<file path="config.mk">
export PLATFORM = sky130hd
export DESIGN_NAME = pwm_prescaled_channel
export DESIGN_NICKNAME = d
export VERILOG_FILES = /design/src/rtl/pwm_pkg.sv /design/src/rtl/pwm_prescaler.sv /design/src/rtl/pwm_period_counter.sv /design/src/rtl/pwm_shadow.sv /design/src/rtl/pwm_prescaled_channel.sv
export SDC_FILE = /design/constraint.sdc
export NUM_CORES = 1
export LEC_CHECK = 0
export BUFFER_PORTS_ARGS = -buffer_cell sky130_fd_sc_hd__buf_2
export CAP_MARGIN = 20
export CORE_MARGIN = 8
export CORE_UTILIZATION = 40
export CTS_CLUSTER_DIAMETER = 100
export CTS_CLUSTER_SIZE = 12
export DETAILED_ROUTE_END_ITERATION = 10
export MAX_ROUTING_LAYER = met4
export SLEW_MARGIN = 10
export SYNTH_ARGS = -nofsm -noshare
export SYNTH_HDL_FRONTEND = slang
export SYNTH_SLANG_ARGS = --single-unit
</file>
<file path="constraint.sdc">
create_clock -name clk -period 7.3 [get_ports clk]
set_input_delay 1.46 -clock clk [delete_from_list [all_inputs] [get_ports clk]]
set_output_delay 1.46 -clock clk [all_outputs]
set_load 0.02 [all_outputs]
</file>
<file path="src/rtl/pwm_pkg.sv">
package pwm_pkg;
  // Write port word selector
  typedef enum logic {
    SEL_CTRL   = 1'b0,
    SEL_TIMING = 1'b1
  } pwm_sel_e;

  // Control word bit positions
  localparam int CTL_DIVL_LSB = 0;
  localparam int CTL_DIVH_LSB = 8;
  localparam int CTL_OUT_EN   = 12;
  localparam int CTL_INVERT   = 14;
  localparam int CTL_RUN_EN   = 16;
  localparam int CTL_IMM_LOAD = 17;

  // Timing word bit positions
  localparam int TIM_ON_LSB   = 0;
  localparam int TIM_OFF_LSB  = 8;
  localparam int TIM_TOP_LSB  = 24;
endpackage

</file>
<file path="src/rtl/pwm_prescaler.sv">
module pwm_prescaler #(
  parameter int DIVL_W = 8,
  parameter int DIVH_W = 4
) (
  input  logic              clk,
  input  logic              rst_n,
  input  logic              run,
  input  logic [DIVL_W-1:0] div_lin,
  input  logic [DIVH_W-1:0] div_shift,
  output logic              tick
);
  localparam int PRE_W = DIVL_W + (1 << DIVH_W) - 1;

  // Last prescaler count before a tick: (N+1)*2^S - 1
  function automatic logic [PRE_W-1:0] tick_limit(
    input logic [DIVL_W-1:0] n,
    input logic [DIVH_W-1:0] s
  );
    logic [PRE_W:0] span;
    span = ({{(PRE_W-DIVL_W){1'b0}}, 1'b0, n} + 1'b1) << s;
    return PRE_W'(span - 1'b1);
  endfunction

  logic [PRE_W-1:0] pre_cnt;
  logic [PRE_W-1:0] limit;

  assign limit = tick_limit(div_lin, div_shift);
  assign tick  = run && (pre_cnt >= limit);

  always_ff @(posedge clk or negedge rst_n) begin
    if (!rst_n)          pre_cnt <= '0;
    else if (!run)       pre_cnt <= '0;
    else if (tick)       pre_cnt <= '0;
    else                 pre_cnt <= pre_cnt + 1'b1;
  end


  pre_hold_chk: assert property (@(posedge clk) disable iff (!rst_n)
    !run |=> (pre_cnt == '0));
endmodule

</file>
<file path="src/rtl/pwm_period_counter.sv">
module pwm_period_counter #(
  parameter int CNT_W = 8
) (
  input  logic             clk,
  input  logic             rst_n,
  input  logic             run,
  input  logic             tick,
  input  logic [CNT_W-1:0] top,
  output logic [CNT_W-1:0] count,
  output logic             wrap
);
  assign wrap = tick && (count >= top);

  always_ff @(posedge clk or negedge rst_n) begin
    if (!rst_n)     count <= '0;
    else if (!run)  count <= '0;
    else if (wrap)  count <= '0;
    else if (tick)  count <= count + 1'b1;
  end


  wrap_zero_chk: assert property (@(posedge clk) disable iff (!rst_n)
    wrap |=> (count == '0));


  cnt_hold_chk: assert property (@(posedge clk) disable iff (!rst_n)
    !run |=> (count == '0));
endmodule

</file>
<file path="src/rtl/pwm_shadow.sv">
module pwm_shadow #(
  parameter int DIVL_W = 8,
  parameter int DIVH_W = 4,
  parameter int CNT_W  = 8
) (
  input  logic              clk,
  input  logic              rst_n,
  input  logic              load,
  input  logic [DIVL_W-1:0] div_lin_w,
  input  logic [DIVH_W-1:0] div_shift_w,
  input  logic [CNT_W-1:0]  top_w,
  input  logic [CNT_W-1:0]  on_w,
  input  logic [CNT_W-1:0]  off_w,
  output logic [DIVL_W-1:0] div_lin_a,
  output logic [DIVH_W-1:0] div_shift_a,
  output logic [CNT_W-1:0]  top_a,
  output logic [CNT_W-1:0]  on_a,
  output logic [CNT_W-1:0]  off_a
);
  always_ff @(posedge clk or negedge rst_n) begin
    if (!rst_n) begin
      div_lin_a   <= '0;
      div_shift_a <= '0;
      top_a       <= '0;
      on_a        <= '0;
      off_a       <= '0;
    end else if (load) begin
      div_lin_a   <= div_lin_w;
      div_shift_a <= div_shift_w;
      top_a       <= top_w;
      on_a        <= on_w;
      off_a       <= off_w;
    end
  end
endmodule

</file>
<file path="src/rtl/pwm_prescaled_channel.sv">
module pwm_prescaled_channel #(
  parameter int DIVL_W = 8,
  parameter int DIVH_W = 4,
  parameter int CNT_W  = 8
) (
  input  logic        clk,
  input  logic        rst_n,
  input  logic        wr_en,
  input  logic        wr_addr,
  input  logic [31:0] wr_data,
  output logic        pwm_out
);
  import pwm_pkg::*;

  // Level inside the on/off window; equal points mean always high
  function automatic logic window_level(
    input logic [CNT_W-1:0] c,
    input logic [CNT_W-1:0] on_pt,
    input logic [CNT_W-1:0] off_pt
  );
    if (on_pt == off_pt)     return 1'b1;
    else if (on_pt < off_pt) return (c >= on_pt) && (c < off_pt);
    else                     return (c >= on_pt) || (c < off_pt);
  endfunction

  // Written register state
  logic              imm_load_q, run_en_q, invert_q, out_en_q;
  logic [DIVL_W-1:0] div_lin_q;
  logic [DIVH_W-1:0] div_shift_q;
  logic [CNT_W-1:0]  top_q, on_q, off_q;

  logic wr_ctrl, wr_tim;
  assign wr_ctrl = wr_en && (pwm_sel_e'(wr_addr) == SEL_CTRL);
  assign wr_tim  = wr_en && (pwm_sel_e'(wr_addr) == SEL_TIMING);

  logic unused_wr_bits;
  assign unused_wr_bits = ^wr_data[23:18];

  always_ff @(posedge clk or negedge rst_n) begin
    if (!rst_n) begin
      imm_load_q  <= 1'b0;
      run_en_q    <= 1'b0;
      invert_q    <= 1'b0;
      out_en_q    <= 1'b0;
      div_lin_q   <= '0;
      div_shift_q <= '0;
    end else if (wr_ctrl) begin
      imm_load_q  <= wr_data[CTL_IMM_LOAD];
      run_en_q    <= wr_data[CTL_RUN_EN];
      invert_q    <= wr_data[CTL_INVERT];
      out_en_q    <= wr_data[CTL_OUT_EN];
      div_lin_q   <= wr_data[CTL_DIVL_LSB +: DIVL_W];
      div_shift_q <= wr_data[CTL_DIVH_LSB +: DIVH_W];
    end
  end

  always_ff @(posedge clk or negedge rst_n) begin
    if (!rst_n) begin
      top_q <= '0;
      on_q  <= '0;
      off_q <= '0;
    end else if (wr_tim) begin
      top_q <= wr_data[TIM_TOP_LSB +: CNT_W];
      on_q  <= wr_data[TIM_ON_LSB  +: CNT_W];
      off_q <= wr_data[TIM_OFF_LSB +: CNT_W];
    end
  end

  // Named internal events
  logic              tick, wrap, shadow_load;
  logic [CNT_W-1:0]  count;
  logic [DIVL_W-1:0] div_lin_a;
  logic [DIVH_W-1:0] div_shift_a;
  logic [CNT_W-1:0]  top_a, on_a, off_a;
  logic              wave;

  assign shadow_load = imm_load_q || !run_en_q || wrap;

  pwm_shadow #(.DIVL_W(DIVL_W), .DIVH_W(DIVH_W), .CNT_W(CNT_W)) u_shadow (
    .clk(clk), .rst_n(rst_n), .load(shadow_load),
    .div_lin_w(div_lin_q), .div_shift_w(div_shift_q),
    .top_w(top_q), .on_w(on_q), .off_w(off_q),
    .div_lin_a(div_lin_a), .div_shift_a(div_shift_a),
    .top_a(top_a), .on_a(on_a), .off_a(off_a)
  );

  pwm_prescaler #(.DIVL_W(DIVL_W), .DIVH_W(DIVH_W)) u_pre (
    .clk(clk), .rst_n(rst_n), .run(run_en_q),
    .div_lin(div_lin_a), .div_shift(div_shift_a), .tick(tick)
  );

  pwm_period_counter #(.CNT_W(CNT_W)) u_cnt (
    .clk(clk), .rst_n(rst_n), .run(run_en_q), .tick(tick),
    .top(top_a), .count(count), .wrap(wrap)
  );

  assign wave    = window_level(count, on_a, off_a);
  assign pwm_out = out_en_q && run_en_q && (wave ^ invert_q);


  full_duty_chk: assert property (@(posedge clk) disable iff (!rst_n)
    (out_en_q && run_en_q && !invert_q && (on_a == off_a)) |-> pwm_out);


  pin_low_chk: assert property (@(posedge clk) disable iff (!rst_n)
    !out_en_q |-> !pwm_out);


  deferred_hold_chk: assert property (@(posedge clk) disable iff (!rst_n)
    (!imm_load_q && run_en_q && !wrap) |=> $stable(top_a) && $stable(off_a) && $stable(on_a));


  idle_low_chk: assert property (@(posedge clk) disable iff (!rst_n)
    !run_en_q |=> (count == '0));
endmodule

</file>
==> impl_metrics.json <==
{
  "worst_slew_pin_slew_ps": 875.9,
  "synth_edf_count": 0,
  "gp_congestion": 0.8277,
  "route.detailed.drc": 0,
  "leakage_uw": 0.003493,
  "largest_reg_flops": 23,
  "vdd_drop_max_mv": 0.1809,
  "worst_setup_path_end_kind": "register",
  "synth_seq_cells": 107,
  "worstHoldPathType": "reg -> reg",
  "clk_pin_slew_worst_paths_ps": 80,
  "gr-usage-met3": 0.02916,
  "run_status": "complete, no violations",
  "drt_iter0_drc": 412,
  "ys.flop_type": "dfrtp_1",
  "coreArea_sq_um": 17780,
  "maxCapViolCount": 0,
  "die_w_um": 150.1,
  "stdcell_count": 960,
  "post_cts_resized": 0,
  "crit_arrival_ps": 6510,
  "avgSynthCellArea_sq_um": 10.12,
  "cp_slowest_stage_delay_ps": 570,
  "drt_wl_total_mm": 15.60,
  "grt_pass1_wl_mm": 27.43,
  "drive_above_1_share": 0.2120,
  "p_per_area_nw_per_um2": 319.0,
  "post-cts-setup-buffer-count": 0,
  "hold_viol_final": 0,
  "vias": 5450,
  "cp_slowest_cell": "dfrtp_1",
  "grt_pass1_vias": 5704,
  "die_area_sq_um": 22530,
  "overflow": 0,
  "h-tree-depth": 3,
  "yosysWarnings": 0,
  "met2_usage": 0.2520,
  "synth_nets": 805,
  "required_ps": 7550,
  "synth.area.top_cells": "dfrtp_1, mux2_2, ha_1",
  "pin_count": 37,
  "worst_slew_margin_rel": 0.4161,
  "hpwl_mm": 11.63,
  "fmax_mhz": 159.5,
  "criticalPathCategory": "reg -> reg",
  "yosysTopAreaCellShare": 0.3722,
  "async_reset_ff_frac": 1.000,
  "syn-instance-count": 711,
  "io_buffers": 30,
  "viasPerCell": 5.677,
  "rsz0062_at_grt": "no",
  "antennaDiodeCount": 0,
  "finalCritPeriodShare": 0.8586,
  "path_buf_inv": 1,
  "die_y_um": 150.1,
  "path_max_fanout": 34,
  "cts_made_buffers": 9,
  "whs_ps": 476.1,
  "cts_hold_buf": 0,
  "cts_tree": "built",
  "use_met1": 0.1843,
  "crit_family": "compound AO/OA/AOI/OAI gates",
  "clockBufferDepth": 2,
  "final.setup.tns_ps": 0,
  "crit_path_frequent_cell": "ha_1",
  "dp_cells": 943,
  "cts-root-buf": "clkbuf_16",
  "grt_usage": 0.1536,
  "start_util": 0.4046,
  "min_period_ps": 6268,
  "top_usage_layer": "met2",
  "wl_per_cell_um": 16.25,
  "netlist_area_sq_um": 7194,
  "regMostFlops": "u_pre.pre_cnt",
  "grt_max_degree": 71,
  "rows": 49,
  "seq_area_frac_synth": 0.3722,
  "insertion_delay_ps": 360,
  "layout.nets": 820,
  "area_delta_synth_final_pct": 8.957,
  "crit_chain": "ha_1 -> nand3_2 -> o21a_1 -> nor3_2 -> o311ai_2 -> a2111oi_4 -> o22ai_1 -> nor3b_2 -> nand2_1 -> xnor2_1 -> ha_1 -> nand4_1 -> nor2_1 -> a221o_1 -> a21o_1 -> a21oi_1 -> o21ai_0 -> a2111o_1 -> a21oi_4 -> buf_4 -> mux2_2",
  "cp-start-kind": "register",
  "first_pass_iters": 5,
  "cts.sink_count": 107,
  "drv_slew": 0,
  "synth_top_cell_by_area": "dfrtp_1",
  "yosysUniqueCellTypes": 85,
  "antenna_found_initial": 0,
  "fin_skew_ps": 13.90,
  "postRouteAntennaNets": 0,
  "setup-violations-final": 0
}
==> synth_stat cells, types with 4 or more instances <==
cell and number:
nand4_1 17, nor2_1 57, and3_1 10, inv_1 31
o21ai_0 25, ha_1 58, nand3_1 18, buf_2 15
mux2i_1 6, mux2_2 72, mux2_1 5, nor4b_1 4
clkbuf_1 16, nor2b_1 9, xnor2_1 18, nand2_1 39
xor2_1 21, a211o_1 5, nor4_1 5, a22o_1 4
a31oi_1 7, o22ai_1 4, a21o_1 14, a211oi_1 5
a21oi_2 4, dfrtp_1 107, nor3_1 17, nand2b_1 11
a21oi_1 29
==> per-layer routing <==
layer / share of wire / routed length (um)
met4: 0.023 / 364
met2: 0.50 / 7785
met5: 0 / 0
met1: 0.45 / 7026
met3: 0.027 / 420
==> worst reg2reg max path: cells and delay by family, from the launching register on <==
family / cells / cell delay (ps)
buf+inv: 1 / 410
flops: 1 / 570
fa+ha+maj: 2 / 740
xor+xnor: 1 / 220
simple gates: 6 / 1300
mux: 1 / 430
compound gates: 10 / 2480
==> kinds of logic after synthesis <==
logic type | count (synthesis) | share of synthesized area
XOR/XNOR | 39 | 0.04748
AND/OR/NAND/NOR | 214 | 0.1603
flip-flops | 107 | 0.3722
buffers and inverters | 69 | 0.04174
AO/OA/AOI/OAI | 139 | 0.1450
adder cells (fa/ha/maj) | 59 | 0.1023
multiplexers | 84 | 0.1310
==> worst paths after layout <==
check | startpoint | end | slack (ps) | cells after the start
setup / recovery | u_shadow.div_lin_a[0] | u_shadow.on_a[2] | 1030 | 21
hold reg to reg | off_q[0] | u_shadow.off_a[0] | 480 | 1
setup reg to reg | u_shadow.div_lin_a[0] | u_shadow.on_a[2] | 1030 | 21
min in group asynchronous | rst_n | u_pre.pre_cnt[21] | 1050 | 1
hold / removal | off_q[0] | u_shadow.off_a[0] | 480 | 1
max in group asynchronous | rst_n | u_shadow.off_a[1] | 4980 | 2
==> stage by stage <==
| stage | total power, uW | instance area, sq um | worst slack (ps) | util |
|---|---|---|---|---|
| after floorplan | 1754 | 7194 | 1917 | - |
| final | 2501 | 7839 | 1032 | 0.4409 |
| after global routing | 2700 | 7839 | 540.7 | 0.4409 |
| after global placement | 1967 | 7532 | 1279 | 0.4236 |
| after CTS | 2520 | 7824 | 1047 | 0.4400 |
| after detailed placement | 2017 | 7532 | 1073 | 0.4236 |
==> cells in the final DEF (no fill, tap or decap), types with 10 or more instances in the layout <==
cell	synthesis	routed
xnor2_1	18	18
mux2_2	72	72
o21ai_0	25	25
nand2_1	39	39
xor2_1	21	21
buf_4	2	10
buf_2	15	29
a21o_1	14	14
and3_1	10	10
nor3_1	17	17
nand3_1	18	18
inv_1	31	31
nand4_1	17	17
nand2b_1	11	11
nor2_1	57	57
dfrtp_1	107	107
ha_1	58	58
a21oi_1	29	29
==> cell type report <==
class                   count  area [sq um]
multi-input cells         535          4224
repair buffers             40         235.2
clock buffers              10         229.0
fillers                  1729          9941
well taps                 229         286.5
flip-flops and latches    107          2678
clock inverters             6         62.56
inverters                  33         123.9
==> power breakdown <==
group | internal, uW | switching [uW]
Clock | 242 | 243
Sequential | 690 | 120
Combinational | 503 | 702
Total | 1440 | 1060
Note: power is estimated with default switching activity, not from simulation.
